`config.mk`:
```
export PLATFORM = sky130hd
export DESIGN_NAME = irqArbiter
export DESIGN_NICKNAME = d
export VERILOG_FILES = /design/src/rtl/irqArbPkg.sv /design/src/rtl/irqArbDatapath.sv /design/src/rtl/irqArbControl.sv /design/src/rtl/irqArbiter.sv
export SDC_FILE = /design/constraint.sdc
export NUM_CORES = 1
export LEC_CHECK = 0
export BUFFER_PORTS_ARGS = -buffer_cell sky130_fd_sc_hd__clkbuf_2
export CAP_MARGIN = 20
export CORE_MARGIN = 2
export CORE_UTILIZATION = 41
export DETAILED_ROUTE_END_ITERATION = 10
export PLACE_DENSITY_LB_ADDON = 0.1
export SYNTH_ARGS = -nofsm -noshare
export SYNTH_HDL_FRONTEND = slang
export SYNTH_HIERARCHICAL = 1
export SYNTH_SLANG_ARGS = --single-unit
```
`constraint.sdc`:
```
create_clock -name clk -period 2.19 [get_ports clk]
set_input_delay 0.1095 -clock clk [delete_from_list [all_inputs] [get_ports clk]]
set_output_delay 0.1095 -clock clk [all_outputs]
set_load 0.05 [all_outputs]
```
`src/rtl/irqArbPkg.sv`:
```
package irqArbPkg;
  localparam int NSRC   = 10;
  localparam int DATA_W = 8;
  localparam int ADDR_W = 3;
  localparam int VEC_W  = 16;

  localparam logic [ADDR_W-1:0] A_EN_LO  = 3'd0;
  localparam logic [ADDR_W-1:0] A_EN_HI  = 3'd1;
  localparam logic [ADDR_W-1:0] A_PRI_LO = 3'd2;
  localparam logic [ADDR_W-1:0] A_PRI_HI = 3'd3;
  localparam logic [ADDR_W-1:0] A_CLR_LO = 3'd4;
  localparam logic [ADDR_W-1:0] A_CLR_HI = 3'd5;

  // strobes from control to datapath
  typedef struct packed {
    logic            grant;
    logic [NSRC-1:0] grantMask;
  } ctlStrobe_t;
endpackage

```
`src/rtl/irqArbDatapath.sv`:
```
module irqArbDatapath
  import irqArbPkg::*;
#(
  parameter int NUM_SRC    = NSRC,
  parameter int DW         = DATA_W,
  parameter int AW         = ADDR_W,
  parameter int SERIAL_IDX = 4
) (
  input  logic               clk,
  input  logic               rstN,
  input  logic               mcStrobe,
  input  logic               regWrEn,
  input  logic [AW-1:0]      regWrAddr,
  input  logic [DW-1:0]      regWrData,
  input  logic [NUM_SRC-1:0] srcReq,
  input  ctlStrobe_t         strb,
  output logic [NUM_SRC-1:0] flagsOut,
  output logic [NUM_SRC-1:0] sampledOut,
  output logic [NUM_SRC-1:0] prioOut
);
  localparam int EN_HI_W  = NUM_SRC - (DW - 1);
  localparam int PRI_HI_W = NUM_SRC - DW;
  localparam int CLR_HI_W = NUM_SRC - DW;

  logic [DW-1:0]       enLoQ;
  logic [EN_HI_W-1:0]  enHiQ;
  logic [DW-1:0]       priLoQ;
  logic [PRI_HI_W-1:0] priHiQ;
  logic [NUM_SRC-1:0]  flagsQ;
  logic [NUM_SRC-1:0]  sampledQ;
  logic [NUM_SRC-1:0]  swClr;
  logic [NUM_SRC-1:0]  enVec;
  logic                globEn;

  // control register bank
  always_ff @(posedge clk) begin
    if (!rstN) begin
      enLoQ  <= '0;
      enHiQ  <= '0;
      priLoQ <= '0;
      priHiQ <= '0;
    end else if (regWrEn) begin
      case (regWrAddr)
        A_EN_LO:  enLoQ  <= regWrData;
        A_EN_HI:  enHiQ  <= regWrData[EN_HI_W-1:0];
        A_PRI_LO: priLoQ <= regWrData;
        A_PRI_HI: priHiQ <= regWrData[PRI_HI_W-1:0];
        default: ;
      endcase
    end
  end

  assign globEn  = enLoQ[DW-1];
  assign enVec   = {enHiQ, enLoQ[DW-2:0]};
  assign prioOut = {priHiQ, priLoQ};

  // software write-one-to-clear
  always_comb begin
    swClr = '0;
    if (regWrEn && regWrAddr == A_CLR_LO)
      swClr = {{CLR_HI_W{1'b0}}, regWrData};
    else if (regWrEn && regWrAddr == A_CLR_HI)
      swClr = {regWrData[CLR_HI_W-1:0], {DW{1'b0}}};
  end

  // request flags: set beats every clear
  for (genvar g = 0; g < NUM_SRC; g++) begin : gFlag
    logic ackClr;
    if (g == SERIAL_IDX) begin : gKeep
      assign ackClr = 1'b0;
    end else begin : gAuto
      assign ackClr = strb.grantMask[g];
    end
    always_ff @(posedge clk) begin
      if (!rstN) flagsQ[g] <= 1'b0;
      else       flagsQ[g] <= srcReq[g] | (flagsQ[g] & ~ackClr & ~swClr[g]);
    end
  end

  // once-per-machine-cycle capture of masked flags
  always_ff @(posedge clk) begin
    if (!rstN)
      sampledQ <= '0;
    else if (mcStrobe)
      sampledQ <= flagsQ & enVec & {NUM_SRC{globEn}} & ~strb.grantMask;
    else
      sampledQ <= sampledQ & ~strb.grantMask;
  end

  assign flagsOut   = flagsQ;
  assign sampledOut = sampledQ;

  AST_FLAG_SETS: assert property (@(posedge clk) disable iff (!rstN)
    (|srcReq) |=> ((flagsQ & $past(srcReq)) == $past(srcReq)))
    else $error("flag not set after request");
  AST_GLOB_GATES: assert property (@(posedge clk) disable iff (!rstN)
    (mcStrobe && !globEn) |=> (sampledQ == '0))
    else $error("capture with global enable off");
  AST_EN_GATES: assert property (@(posedge clk) disable iff (!rstN)
    mcStrobe |=> ((sampledQ & ~$past(enVec)) == '0))
    else $error("disabled source captured");
  AST_CAPTURE_HOLD: assert property (@(posedge clk) disable iff (!rstN)
    (!mcStrobe && !strb.grant) |=> $stable(sampledQ))
    else $error("capture changed without strobe");
endmodule

```
`src/rtl/irqArbControl.sv`:
```
module irqArbControl
  import irqArbPkg::*;
#(
  parameter int                NUM_SRC  = NSRC,
  parameter int                AW       = ADDR_W,
  parameter int                VW       = VEC_W,
  parameter logic [VW-1:0]     VEC_BASE = 16'h0003,
  parameter int                VEC_STEP = 8
) (
  input  logic               clk,
  input  logic               rstN,
  input  logic               instrEnd,
  input  logic               curIsReti,
  input  logic               retiIn,
  input  logic               regWrEn,
  input  logic [AW-1:0]      regWrAddr,
  input  logic [NUM_SRC-1:0] sampledIn,
  input  logic [NUM_SRC-1:0] prioIn,
  output ctlStrobe_t         strb,
  output logic               ackOut,
  output logic [VW-1:0]      vecOut,
  output logic [1:0]         inSvcOut
);
  localparam int IDX_W = $clog2(NUM_SRC);

  logic [NUM_SRC-1:0] hiHit, loHit;
  logic               winFound, winHigh;
  logic [IDX_W-1:0]   winIdx;
  logic               levelOk, enPriWr, blocked, grant;
  logic               wrSeenQ, ackQ;
  logic [1:0]         inSvcQ, svcNext;
  logic [VW-1:0]      vecQ;

  assign hiHit = sampledIn & prioIn;
  assign loHit = sampledIn & ~prioIn;

  // two-level fixed-order pick
  always_comb begin
    winFound = 1'b0;
    winHigh  = 1'b0;
    winIdx   = '0;
    for (int i = 0; i < NUM_SRC; i++) begin
      if (!winFound && hiHit[i]) begin
        winFound = 1'b1;
        winHigh  = 1'b1;
        winIdx   = IDX_W'(i);
      end
    end
    for (int i = 0; i < NUM_SRC; i++) begin
      if (!winFound && loHit[i]) begin
        winFound = 1'b1;
        winIdx   = IDX_W'(i);
      end
    end
  end

  assign levelOk = winHigh ? !inSvcQ[1] : (inSvcQ == 2'b00);
  assign enPriWr = regWrEn && (regWrAddr <= A_PRI_HI);
  assign blocked = curIsReti | wrSeenQ | enPriWr;
  assign grant   = instrEnd & winFound & levelOk & ~blocked;

  assign strb.grant     = grant;
  assign strb.grantMask = grant ? (NUM_SRC'(1) << winIdx) : '0;

  // in-service stack: retire the top level, then push the new one
  always_comb begin
    svcNext = inSvcQ;
    if (retiIn) begin
      if (inSvcQ[1]) svcNext[1] = 1'b0;
      else           svcNext[0] = 1'b0;
    end
    if (grant) begin
      if (winHigh) svcNext[1] = 1'b1;
      else         svcNext[0] = 1'b1;
    end
  end

  always_ff @(posedge clk) begin
    if (!rstN) begin
      inSvcQ  <= 2'b00;
      ackQ    <= 1'b0;
      vecQ    <= '0;
      wrSeenQ <= 1'b0;
    end else begin
      inSvcQ  <= svcNext;
      ackQ    <= grant;
      wrSeenQ <= instrEnd ? 1'b0 : (wrSeenQ | enPriWr);
      if (grant)
        vecQ <= VEC_BASE + VW'(VEC_STEP) * VW'(winIdx);
    end
  end

  assign ackOut   = ackQ;
  assign vecOut   = vecQ;
  assign inSvcOut = inSvcQ;

  AST_ACK_AT_BOUNDARY: assert property (@(posedge clk) disable iff (!rstN)
    ackQ |-> $past(instrEnd))
    else $error("ack without instruction boundary");
  AST_ACK_IN_SERVICE: assert property (@(posedge clk) disable iff (!rstN)
    ackQ |-> (inSvcQ != 2'b00))
    else $error("ack with no level in service");
  AST_TOP_NO_ACK: assert property (@(posedge clk) disable iff (!rstN)
    inSvcQ[1] |=> !ackQ)
    else $error("preempted high level");
  AST_RETI_BLOCK: assert property (@(posedge clk) disable iff (!rstN)
    (instrEnd && curIsReti) |=> !ackQ)
    else $error("ack after return instruction");
  AST_WR_BLOCK: assert property (@(posedge clk) disable iff (!rstN)
    (instrEnd && enPriWr) |=> !ackQ)
    else $error("ack after enable/priority write");
  AST_RETI_POP: assert property (@(posedge clk) disable iff (!rstN)
    (retiIn && inSvcQ[1]) |=> !inSvcQ[1])
    else $error("high level not retired");
endmodule

```
`src/rtl/irqArbiter.sv`:
```
module irqArbiter
  import irqArbPkg::*;
(
  input  logic              clk,
  input  logic              rstN,
  input  logic              mcStrobe,
  input  logic              instrEnd,
  input  logic              curIsReti,
  input  logic              retiIn,
  input  logic              regWrEn,
  input  logic [ADDR_W-1:0] regWrAddr,
  input  logic [DATA_W-1:0] regWrData,
  input  logic [NSRC-1:0]   srcReq,
  output logic              ackOut,
  output logic [VEC_W-1:0]  vecOut,
  output logic [1:0]        inSvc,
  output logic [NSRC-1:0]   flags
);
  ctlStrobe_t      strb;
  logic [NSRC-1:0] sampled, prio;

  irqArbDatapath u_dp (
    .clk, .rstN, .mcStrobe, .regWrEn, .regWrAddr, .regWrData, .srcReq,
    .strb(strb), .flagsOut(flags), .sampledOut(sampled), .prioOut(prio)
  );

  irqArbControl u_ctl (
    .clk, .rstN, .instrEnd, .curIsReti, .retiIn, .regWrEn, .regWrAddr,
    .sampledIn(sampled), .prioIn(prio), .strb(strb),
    .ackOut, .vecOut, .inSvcOut(inSvc)
  );
endmodule

```
* Word-level counts from Yosys, hierarchy flattened
Index checks and enable logic that the tools add are counted.
** Word-level totals
- Bits in registers :: 61
- Input port bits :: 28
- Output and inout port bits :: 29
- Word-level logic and storage cells :: 189
** Operators by class
- $add $sub $neg :: 1
- Order comparisons :: 1
- Eq/ne operators :: 5
- Shift-type cells :: 1
- Muxes and demuxes :: 49
- Bitwise operators :: 64
- Reductions and logical operators :: 49
** Operators with widths (count)
- bitwise AND 10 bit :: 6
- two-way mux 4 bit :: 12
- two-way mux 10 bit :: 4
- two-way mux 1 bit :: 25
- bitwise AND 1 bit :: 22
- logical AND 1 bit :: 22
- NOT 1 bit :: 21
- zero test 1 bit :: 20
- NOT 10 bit :: 2
- OR 1 bit :: 13
- two-way mux 3 bit :: 4
- left shift 1 x 4 -> 10 bit (first input constant) :: 1
- adder 2 x 7 -> 8 bit (first input constant) :: 1
- two-way mux 2 bit :: 4
- AND reduction 2 bit :: 4
- equality test 3 x 2 -> 1 bit (second input constant) :: 2
- equality test 3 bit (second input constant) :: 2
- equality test 3 x 1 -> 1 bit (second input constant) :: 1
- less-or-equal comparator 3 x 2 -> 1 bit (second input constant) :: 1
- zero test 3 bit :: 1
- zero test 2 bit :: 1
- OR reduction 2 bit :: 1

* Depth between registers and ports, before layout
- Word-level depth :: 67
- Depth in mapped cells :: 8
- Mapped depth without buffers :: 8

* By module
Netlist, hierarchy kept.
** By module, submodules not included
- irqArbDatapath :: instances 1, cells each 177, area each 1752.9 um^2, sequential area each 820.8 um^2
- irqArbControl :: instances 1, cells each 124, area each 967.2 um^2, sequential area each 180.2 um^2

* Worst setup path before layout
Ideal clock, no wire load.
- Path type :: register to register
- Start point :: register u_ctl.inSvcQ[1], in the netlist u_ctl/inSvcOut[1]
- End point :: register u_dp.flagsQ[9], in the netlist u_dp/flagsOut[9]
- Library setup time :: 0.130 ns
- Arrival time :: 1.947 ns
- Data required time :: 2.060 ns
- Slack :: 0.113 ns
- Stages on the path, launching flop included :: 7
- Buffers on the path :: 0
- Clock period less this slack :: 2.077 ns
- Cells stage by stage :: dfxtp_1 -> or4_4 -> o31ai_4 -> nand4_2 -> a21oi_2 -> nand2b_1 -> a221oi_1
** RTL lines
- start, declared :: line irqArbControl.sv:31 : logic [1:0] inSvcQ, svcNext;
- start signal, assigned :: line irqArbControl.sv:85 : inSvcQ <= svcNext;
- end signal, assigned by index :: line irqArbDatapath.sv:76 : else flagsQ[g] <= srcReq[g] | (flagsQ[g] & ~ackClr & ~swClr[g]);
- end, declared :: line irqArbDatapath.sv:29 : logic [NUM_SRC-1:0] flagsQ;

==> flow_summary.ini <==
[status]
status = finished clean

[timing]
min_period_over_period = 0.976
worst_pin_slew_ps = 755
slew_violations = 0
hold_violations = 0
setup_slack_ps = 53.5
max_slew_margin = 0.493
timing.fmax_ghz = 0.468
rsz0062_at_grt = yes
finClkSkew_ps = 8.70
final.setup.tns_ps = 0
finalSetupViolations = 0
period_needed_ps = 2140

[grt]
gr-total-overflow = 0
grt_pass1_wl_um = 10700
grtUsageTotal = 0.188
antenna_found_initial = 0
grt_max_degree = 23
grt_pass1_vias = 2150

[finish]
final_cell_mix = clkbuf_2, nand2_1, dfxtp_1
seq_area_um2 = 1010
nFillCells = 620
multi_input_area_um2 = 1600
mostFrequentLayoutCell = clkbuf_2
syn2layout_area_growth_pct = 21.1
fin_util = 0.514
fin_cells = 440
antenna_cells = 0
layout.nets = 391
drive_gt1_frac = 0.328

[synth]
syn_area_um2 = 2710
syn_inst = 300
synth_area_per_cell_um2 = 9.04
synth_warnings = 6

[route]
drc_errors = 0
detail-route-antenna-nets = 0
detail_route.wirelength_um = 6780
drt_iter0_drc = 116
vias = 2369
drt-pass1-iter-count = 4
wl_per_cell_um = 15.4
viasPerCell = 5.38

[placed_design]
place.port_buffers = 46
dp.final_hpwl_um = 4910
routabilityCongestion = 0.947
dpl.cell_count = 426
place_ws_ps = 22.9

[clocking]
cts_tree = yes
htreeDepth = 2
cts.path.max_buffers = 2
clk_pin_slew_ps = 100
cts-buffers-inserted = 5
worstSkewPairLatency_ps = 310
clock_sinks = 50
ctsRootBufferMaster = clkbuf_8

[setup_path]
endpoint_kind = register
worst_path_largest_cell_delay_ps = 410
slowest_stage = or3b_4
reg2reg_slack_ps = 50
critPathLaunchType = register
crit_arrival_ps = 2320
cp.required_ps = 2370
critPathKind = reg2reg
crit_fanout = 6
crit_chain = a22oi_4 -> nand3_1 -> or3b_4 -> a31oi_4 -> inv_2 -> nor3_1 -> buf_4 -> nand2b_1 -> a221oi_2

[floorplanning]
rows = 29
ios = 57
dieArea_um2 = 7280
initial_core_util = 0.425
core_um2 = 6390
die_y_um = 85.3
fp.dieW_um = 85.3

[pwr]
ir_drop_mv = 0.351
leakage_uw = 0.00141
power_per_cell_area_nw_per_um2 = 563
p_total_uw = 1850

[run]
drv_cap = 0

[hold_path]
hold_path_class = in2reg
-- what timing repair did --
action,in CTS,in global routing
buffers inserted,0,5
hold buffers,2,0
pin swaps,0,7
resized for setup,1,21
hold endpoints to repair,2,0
setup endpoints to repair,2,9
-- power by group --
group | total, uW | switching, uW | internal [uW]
combinational | 241 | 167 | 73.3
sequential | 951 | 19.3 | 932
clock | 659 | 322 | 337
total | 1850 | 509 | 1340
-- per-stage QoR --
stage	hold WS, ps	instance area, um2
floorplan	186	2750
detailed placement	293	3050
global route	33.8	3280
CTS	30.6	3180
finish	29.1	3280
global placement	293	3050
-- critical path: cells and delay by family, from the launching register on --
family / cells / cell delay [ps]
flip-flops: 1 / 370
AO/OA/AOI/OAI: 3 / 490
buffers and inverters: 2 / 230
AND/OR/NAND/NOR: 4 / 920
-- path summary, 6_finish.rpt --
| check | startpoint | endpoint | depth (start not counted) |
|---|---|---|---|
| worst max register to register | u_dp/priHiQ[0] | u_dp/flagsOut[7] | 9 |
| worst min register to register | u_dp/enLoQ[4] | u_dp/enLoQ[4] | 2 |
| worst max-delay path | u_dp/priHiQ[0] | u_dp/flagsOut[7] | 9 |
| worst min-delay path | srcReq[4] | u_dp/flagsOut[4] | 3 |
-- routing by layer --
layer	routed length (um)	part of all wire	GRT usage	vias up
li1	-	-	-	1179
met1	3250	0.48	0.266	1110
met2	3100	0.46	0.294	65
met3	262	0.039	0.0292	15
met4	161	0.024	0.0577	0
met5	0	0	0	-
-- registers in the layout (all words and copies together) (netlist names) --
signal / cells
u_ctl/ackOut: 1
u_ctl/inSvcOut: 2
u_ctl/vecOut: 5
u_ctl/wrSeenQ: 1
u_dp/enHiQ: 3
u_dp/enLoQ: 8
u_dp/flagsOut: 10
u_dp/priHiQ: 2
u_dp/priLoQ: 8
u_dp/sampledOut: 10
-- layout make-up --
type / count / share of cell area
Sequential cell: 50 / 0.309
Clock buffer: 5 / 0.0210
Inverter: 18 / 0.0206
Clock inverter: 2 / 0.0118
Timing Repair Buffer: 68 / 0.122
Tap cell: 77 / 0.0293
Multi-Input combinational cell: 220 / 0.486
No activity file was read; power rests on OpenSTA's default activity.
